`src/rtl/lostext_stat_pkg.sv`:
```
// Package: shared constants and the decoded-access type for the
// lost-carrier-extension statistics register.
// Assumes a single 32-bit register per instance.
package lostext_stat_pkg;

    // Bus data width of the register port.
    localparam int unsigned BUS_W = 32;

    // Key value that clears the count in write-clear mode.
    localparam logic [BUS_W-1:0] CLR_KEY = 32'h1111_1111;

    // Decoded access for the current cycle.
    typedef struct packed {
        logic hit_rd;    // read strobe at this register
        logic hit_wr;    // write strobe at this register
        logic clear;     // count must be cleared this cycle
    } stat_access_t;

endpackage

```
`src/rtl/lostext_access_dec.sv`:
```
// Module: lostext_access_dec
// Decodes bus strobes against the register address and works out
// whether the count is cleared in this cycle. In clear-on-read mode
// a read hit clears the count. In key mode only a write hit that
// carries the key clears it.
// Assumes read and write strobes are single-cycle and level-qualified.
module lostext_access_dec
    import lostext_stat_pkg::*;
#(
    parameter int unsigned ADDR_W   = 8,
    parameter logic [ADDR_W-1:0] REG_ADDR = 8'h4C,
    parameter int unsigned DATA_W   = BUS_W,
    parameter logic [DATA_W-1:0] KEY = CLR_KEY
) (
    input  logic              mode_rd_clr,
    input  logic [ADDR_W-1:0] addr,
    input  logic              rd,
    input  logic              wr,
    input  logic [DATA_W-1:0] wdata,
    output stat_access_t      acc
);

    logic addr_hit;
    logic key_seen;

    // Purpose: compare the address and the write data against constants.
    always_comb begin
        addr_hit = (addr == REG_ADDR);
        key_seen = (wdata == KEY);
    end

    // Purpose: form the hit strobes and choose the clear source by mode.
    always_comb begin
        acc.hit_rd = rd && addr_hit;
        acc.hit_wr = wr && addr_hit;
        if (mode_rd_clr) begin
            acc.clear = acc.hit_rd;
        end else begin
            acc.clear = acc.hit_wr && key_seen;
        end
    end

endmodule

```
`src/rtl/lostext_sat_cnt.sv`:
```
// Module: lostext_sat_cnt
// Saturating up-counter with a synchronous clear. A clear wins over
// the hold, but an event in the clear cycle is kept, so the count
// restarts at one.
// Assumes inc is a one-cycle strobe per counted frame.
module lostext_sat_cnt #(
    parameter int unsigned WIDTH = 16
) (
    input  logic             clk,
    input  logic             rst_n,
    input  logic             inc,
    input  logic             clr,
    output logic [WIDTH-1:0] count,
    output logic             at_max
);

    localparam logic [WIDTH-1:0] MAX_VAL = {WIDTH{1'b1}};
    localparam logic [WIDTH-1:0] ONE_VAL = {{(WIDTH-1){1'b0}}, 1'b1};

    logic [WIDTH-1:0] cnt_q;
    logic [WIDTH-1:0] cnt_d;

    // Purpose: flag the saturation point.
    always_comb begin
        at_max = (cnt_q == MAX_VAL);
    end

    // Purpose: select the next count: clear, increment or hold.
    always_comb begin
        if (clr) begin
            cnt_d = inc ? ONE_VAL : '0;
        end else if (inc && !at_max) begin
            cnt_d = cnt_q + ONE_VAL;
        end else begin
            cnt_d = cnt_q;
        end
    end

    // Purpose: count register with synchronous active-low reset.
    always_ff @(posedge clk) begin
        if (!rst_n) begin
            cnt_q <= '0;
        end else begin
            cnt_q <= cnt_d;
        end
    end

    assign count = cnt_q;

endmodule

```
`src/rtl/lostext_rd_port.sv`:
```
// Module: lostext_rd_port
// Registered read-back. It zero-extends the count into the bus word
// in the cycle after a read hit, and returns zero otherwise. It
// samples the count as it stands before any clear of the same cycle.
// Assumes CNT_W <= DATA_W.
module lostext_rd_port #(
    parameter int unsigned CNT_W  = 16,
    parameter int unsigned DATA_W = 32
) (
    input  logic              clk,
    input  logic              rst_n,
    input  logic              hit_rd,
    input  logic [CNT_W-1:0]  count,
    output logic [DATA_W-1:0] rdata
);

    localparam int unsigned PAD_W = DATA_W - CNT_W;

    logic [DATA_W-1:0] word;

    // Purpose: place the count in the low field; upper bits read zero.
    generate
        if (PAD_W > 0) begin : g_pad
            always_comb word = {{PAD_W{1'b0}}, count};
        end else begin : g_nopad
            always_comb word = count;
        end
    endgenerate

    // Purpose: register read data for one cycle after a read hit.
    always_ff @(posedge clk) begin
        if (!rst_n) begin
            rdata <= '0;
        end else if (hit_rd) begin
            rdata <= word;
        end else begin
            rdata <= '0;
        end
    end

endmodule

```
`src/rtl/lostext_stat_reg.sv`:
```
// Module: lostext_stat_reg (top)
// Statistics register that counts frames received with a lost
// carrier extension. It saturates at all-ones. The clear method is
// selected at run time: clear-on-read, or writing a key value.
// Assumes the mode input comes from a control register elsewhere and
// is stable around accesses.
module lostext_stat_reg
    import lostext_stat_pkg::*;
#(
    parameter int unsigned CNT_W    = 16,
    parameter int unsigned ADDR_W   = 8,
    parameter logic [ADDR_W-1:0] REG_ADDR = 8'h4C
) (
    input  logic              clk,
    input  logic              rst_n,
    input  logic              lost_ext_evt,
    input  logic              clr_on_rd_mode,
    input  logic [ADDR_W-1:0] bus_addr,
    input  logic              bus_rd,
    input  logic              bus_wr,
    input  logic [BUS_W-1:0]  bus_wdata,
    output logic [BUS_W-1:0]  bus_rdata
);

    stat_access_t     acc;
    logic [CNT_W-1:0] cnt_q;
    logic             cnt_sat;

    lostext_access_dec #(
        .ADDR_W   (ADDR_W),
        .REG_ADDR (REG_ADDR),
        .DATA_W   (BUS_W),
        .KEY      (CLR_KEY)
    ) dec_i (
        .mode_rd_clr (clr_on_rd_mode),
        .addr        (bus_addr),
        .rd          (bus_rd),
        .wr          (bus_wr),
        .wdata       (bus_wdata),
        .acc         (acc)
    );

    lostext_sat_cnt #(
        .WIDTH (CNT_W)
    ) cnt_i (
        .clk    (clk),
        .rst_n  (rst_n),
        .inc    (lost_ext_evt),
        .clr    (acc.clear),
        .count  (cnt_q),
        .at_max (cnt_sat)
    );

    lostext_rd_port #(
        .CNT_W  (CNT_W),
        .DATA_W (BUS_W)
    ) rd_i (
        .clk    (clk),
        .rst_n  (rst_n),
        .hit_rd (acc.hit_rd),
        .count  (cnt_q),
        .rdata  (bus_rdata)
    );

endmodule

```
`config.mk`:
```
export PLATFORM = sky130hd
export DESIGN_NAME = lostext_stat_reg
export DESIGN_NICKNAME = d
export VERILOG_FILES = /design/src/rtl/lostext_stat_pkg.sv /design/src/rtl/lostext_access_dec.sv /design/src/rtl/lostext_sat_cnt.sv /design/src/rtl/lostext_rd_port.sv /design/src/rtl/lostext_stat_reg.sv
export SDC_FILE = /design/constraint.sdc
export NUM_CORES = 1
export LEC_CHECK = 0
export ABC_AREA = 1
export BUFFER_PORTS_ARGS = -buffer_cell sky130_fd_sc_hd__buf_2
export CORE_ASPECT_RATIO = 1.25
export CORE_UTILIZATION = 40
export DETAILED_ROUTE_END_ITERATION = 10
export GPL_TIMING_DRIVEN = 0
export MAX_ROUTING_LAYER = met4
export PLACE_DENSITY = 0.7
export SLEW_MARGIN = 10
export SYNTH_ARGS = -nofsm -noshare
export SYNTH_HDL_FRONTEND = slang
export SYNTH_SLANG_ARGS = --single-unit
```
`constraint.sdc`:
```
create_clock -name clk -period 3.4 [get_ports clk]
set_input_delay 0.17 -clock clk [delete_from_list [all_inputs] [get_ports clk]]
set_output_delay 0.17 -clock clk [all_outputs]
set_load 0.1 [all_outputs]
```
[Yosys cells after proc, flatten, opt, wreduce, memory -nomap -nowiden]
Index checks and enable logic that the tools add are counted.
Cells by class
  shift operators: 0
  reductions and logical operators: 7
  order comparisons: 0
  divide/modulo/power cells: 0
  muxes and demuxes: 4
  add/sub/neg operators: 1
  bitwise logic cells: 0
  equal/unequal tests: 3
  multipliers: 0
Operators with widths (count)
  == test 32 x 29 -> 1 bit, second input constant: 1
  2-to-1 mux 16 bit: 2
  adder 16 x 1 -> 16 bit, second input constant: 1
  == test 16 bit, second input constant: 1
  == test 8 x 7 -> 1 bit, second input constant: 1
  logical AND 1 bit: 4
  2-to-1 mux 1 bit: 2
  AND reduction 2 bit: 1
  nonzero test 2 bit: 1
  zero test 1 bit: 1
Storage, ports and cells
  bits in writable memories: 0
  word-level logic and storage cells: 18
  latch bits: 0
  output and inout bits: 32
  bits in read-only memories: 0
  register bits: 48
  memories: 0

[Logic depth before layout (Yosys ltp)]
  word-level depth: 5
  mapped depth: 11
  gate-level depth less buffers: 11

[Modules after synthesis]
Synthesis repeated with hierarchy kept, for this count alone.
Unflattened totals
  cells, all modules: 291
  area, all modules: 1868.0 µm²
By module, submodules not included
  lostext_sat_cnt: sequential area each 320.3 µm², area an instance 1031.0 µm², instances 1, cells each 167
  lostext_rd_port: sequential area each 320.3 µm², area an instance 611.8 µm², instances 1, cells each 67
  lostext_access_dec: sequential area each 0.0 µm², area an instance 225.2 µm², instances 1, cells each 57

[Worst setup path after synthesis]
No wires, ideal clock.
  path kind: register to register
  from: register cnt_i.cnt_q[0], in the netlist cnt_i.count[0]
  to: register cnt_i.cnt_q[0], in the netlist cnt_i.count[0]
  arrival: 1.360 ns
  cell stages (with the launch flop): 11
  buffers on the path: 1
  slack: 1.932 ns
  cells stage by stage: dfxtp_1 > ha_1 > nand2_1 > nor2_2 > nand2_2 > o21a_4 > buf_6 > nand4_1 > nand3_1 > nand2_1 > inv_1
On the way
  word-level cells in the longest chain between the ends: 4
  elaborated cells between the ends (all ways): 7
RTL lines
  from (decl): line lostext_sat_cnt.sv:20  | logic [WIDTH-1:0] cnt_q;
  from (signal assigned): line lostext_sat_cnt.sv:44  | cnt_q <= cnt_d;
  branches (longest 4 deep; another with adder 16 x 1 -> 16 bit)
Parallel ways; which one is timed is not known. The select of a mux whose other input is x is not followed.
A chain may end at the register's enable or synchronous reset.

[Worst setup path in the final report]
  from: register cnt_i.cnt_q[0], in the netlist cnt_i.count[0]
  to: register cnt_i.cnt_q[7], in the netlist cnt_i.count[7]
Same word-level chain as after synthesis.

==> out/summary.txt <==
outcome - completed
Top Family by Delay on Critical Path - simple AND/OR/NAND/NOR gates
Post-CTS Hold Buffers - 0
Via Count - 1726
final instance area - 2200 sq um
number of global-route vias before repair - 1548
total global routing overflow - 0
drt initial violations - 51
Reg area - 641 sq um
number of synthesized flops with an enable pin - 0
Port Buffer Count - 61
cell-internal power - 0.000559 W
post-synth design cell area - 1690 sq um
Worst-path clk slew - 0.06 ns
leading cell type in the layout, fill and taps excluded - buf_2
worst-case clock buffer depth - 2
worst flop-to-flop path endpoint - cnt_i.count[7]$_SDFFE_PN0P_
slowest stage delay, CP - 0.39 ns
synth unique cells - 25
ANT cells - 0
Worst path slowest cell - dfxtp_1
Worst setup SP type - flop
fin crit share - 48.0%
CP Depth - 10
RSZ-0062 raised after global routing - no
sw frac - 29.6%
sequential power share - 47.7%
clock sink count - 32
Synth async-reset ratio - 0%
row count - 26
DRC Markers - 0
fmax - 0.612 GHz
# setup viols final - 0
Final #Nets - 390
Root Driver - clkbuf_8
placed inst area - 2120 sq um
post-detail-place hpwl - 2840 um
core area - 4070 sq um
chip height - 74.7 um
cell leakage power - 1.13 nW
initial antenna violation count - 0
Routability Congestion - 0.799
switching power - 0.000235 W
Fillers - 428
Avg Cell Area, Syn - 6.51 sq um
CTS Buf Count - 5
r2r setup slk - 1.77 ns
sequential-to-total area share from yosys stat - 37.9%
clock skew - 0.00652 ns
Crit path top cell by count - nand2_1
antenna violation net count after detailed routing - 0
WL final - 3450 um
cell area power density - 361 nW/um^2
Setup crit start - cnt_i.count[0]$_SDFFE_PN0P_
vias per inst - 4.33
most frequent cells in the layout - buf_2, inv_1, nand2_1, nor2_1, dfxtp_1
required time of the worst setup path - 3.58 ns
DR WL/cell - 8.65 um
Die X - 60.2 um
Comb pwr share - 19.0%
reg2reg start - cnt_i.count[0]$_SDFFE_PN0P_
Buf/Inv on CP - 1
Multi-input gate area - 772 sq um
most common flop cell mapped by yosys - dfxtp_1
H-Tree Depth - 2
area added between synthesis and finish - 30.1%
Setup TNS - 0 ns
Synth Register Bits - 32
worst-case hold slack - 0.113 ns
Synth Warn # - 0
CP Cell Sequence - ha_1 -> nand2_1 -> nor2_2 -> nand2_2 -> o21ai_2 -> nand3_2 -> nand2_1 -> nand2_1 -> nand3_1 -> inv_1
critical-path maximum fanout - 5
CTS tree - yes
Worst Setup Path Type - flop to flop
max cap viols - 0
I/O pins - 78
first-pass GRT wire length - 5900 um
CP endpoint - cnt_i.count[7]$_SDFFE_PN0P_
crit path DAT - 1.82 ns
DRT Pass-1 Iters - 4
Clock power frac - 33.4%
Total GRT Usage - 18.1%
Fin. Hold Viols - 0
fin crit period - 1.63 ns
worst vdd ir - 0.000176 V
Die Footprint - 4490 sq um
Initial Util - 41.6%
min-delay worst type - primary input to flop
share of post-route cells with drive strength above 1 - 28.6%
largest net degree at the start of global routing - 11
post-synthesis instance total - 260
worst skew pair latency - 0.28 ns
number of setup buffers added after CTS - 0
CTS-repair resized insts - 0
Crit. End Element - flop
reg2reg path depth - 10
Slew Limit Fails - 0
-- stage by stage --
step | setup slack [ns] | util, % | cells | total power [W]
floorplan | 1.93 | - | 275 | 0.000505
global placement | 1.77 | 52.2 | 392 | 0.000536
detailed placement | 1.76 | 52.2 | 392 | 0.000537
CTS | 1.75 | 54.1 | 399 | 0.000804
global route | 1.57 | 54.1 | 399 | 0.000829
finish | 1.77 | 54.1 | 399 | 0.000795
-- area by class of cell --
| class | instances | area share (%) |
|---|---|---|
| Buffer | 19 | 6.37 |
| Clock buffer | 6 | 3.30 |
| Clock inverter | 1 | 0.227 |
| Inverter | 52 | 8.87 |
| Multi-Input combinational cell | 172 | 35.1 |
| Sequential cell | 32 | 29.1 |
| Tap cell | 56 | 3.18 |
| Timing Repair Buffer | 61 | 13.9 |
-- state kept, by name, indices dropped and copies added, names as in the netlist --
name / flops
cnt_i.count: 16
rd_i.rdata: 16
-- cells in the mapped netlist (all sizes together), types with 2 or more instances --
master	number	share of area, %
nor4	2	0.74
nand3	17	5.6
a21oi	11	3.7
dfxtp	32	38
nand2	55	13
o21ai	8	2.6
buf	18	8.1
inv	51	11
nor2	53	12
nand4	4	1.5
nor3	3	0.89
-- power by group through the flow --
stage                     combinational, W  sequential, W  clock (W)
final                             0.000151       0.000379   0.000265
after detailed placement          0.000150       0.000387          0
after global placement            0.000149       0.000387          0
after CTS                         0.000150       0.000379   0.000275
after global routing              0.000162       0.000379   0.000288
after floorplan                   0.000119       0.000387          0
-- cell families (layout without fill, tap and decap cells) --
kind of cell / count (synthesis) / in the layout / synth area share (%)
compound gates: 20 / 20 / 7.17
buf+inv: 71 / 139 / 19.8
other cells: 1 / 16 / 0.222
fa+ha+maj: 1 / 1 / 0.740
simple gates: 135 / 135 / 34.2
flops: 32 / 32 / 37.9
-- worst register-to-register path: stages (launching register included) --
cell and delay (ns):
dfxtp_1 0.39, ha_1 0.21, nand2_1 0.10, nor2_2 0.12, nand2_2 0.09, o21ai_2 0.24, nand3_2 0.17, nand2_1 0.09
nand2_1 0.05, nand3_1 0.06, inv_1 0.04
-- how the worst min path moves through the flow --
stage / startpoint / end / slack, ns / depth (start not counted)
after detailed placement: rst_n / cnt_i.count[0]$_SDFFE_PN0P_ / 0.40 / 3
after CTS: rst_n / cnt_i.count[0]$_SDFFE_PN0P_ / 0.10 / 3
after global placement: rst_n / cnt_i.count[0]$_SDFFE_PN0P_ / 0.39 / 3
after global routing: rst_n / cnt_i.count[0]$_SDFFE_PN0P_ / 0.13 / 3
after floorplan: rst_n / cnt_i.count[0]$_SDFFE_PN0P_ / 0.27 / 2
final: rst_n / cnt_i.count[0]$_SDFFE_PN0P_ / 0.11 / 3
-- metal layers --
| layer | GRT usage, % | share of wire [%] | routed length, um | up-vias |
|---|---|---|---|---|
| li1 | - | - | - | 917 |
| met1 | 17.5 | 40 | 1380 | 735 |
| met2 | 32.7 | 52 | 1780 | 69 |
| met3 | 3.61 | 6.2 | 213 | 5 |
| met4 | 10.1 | 2.2 | 76 | 0 |
| met5 | - | 0 | 0 | - |
Power figures use the tool's default switching activity.
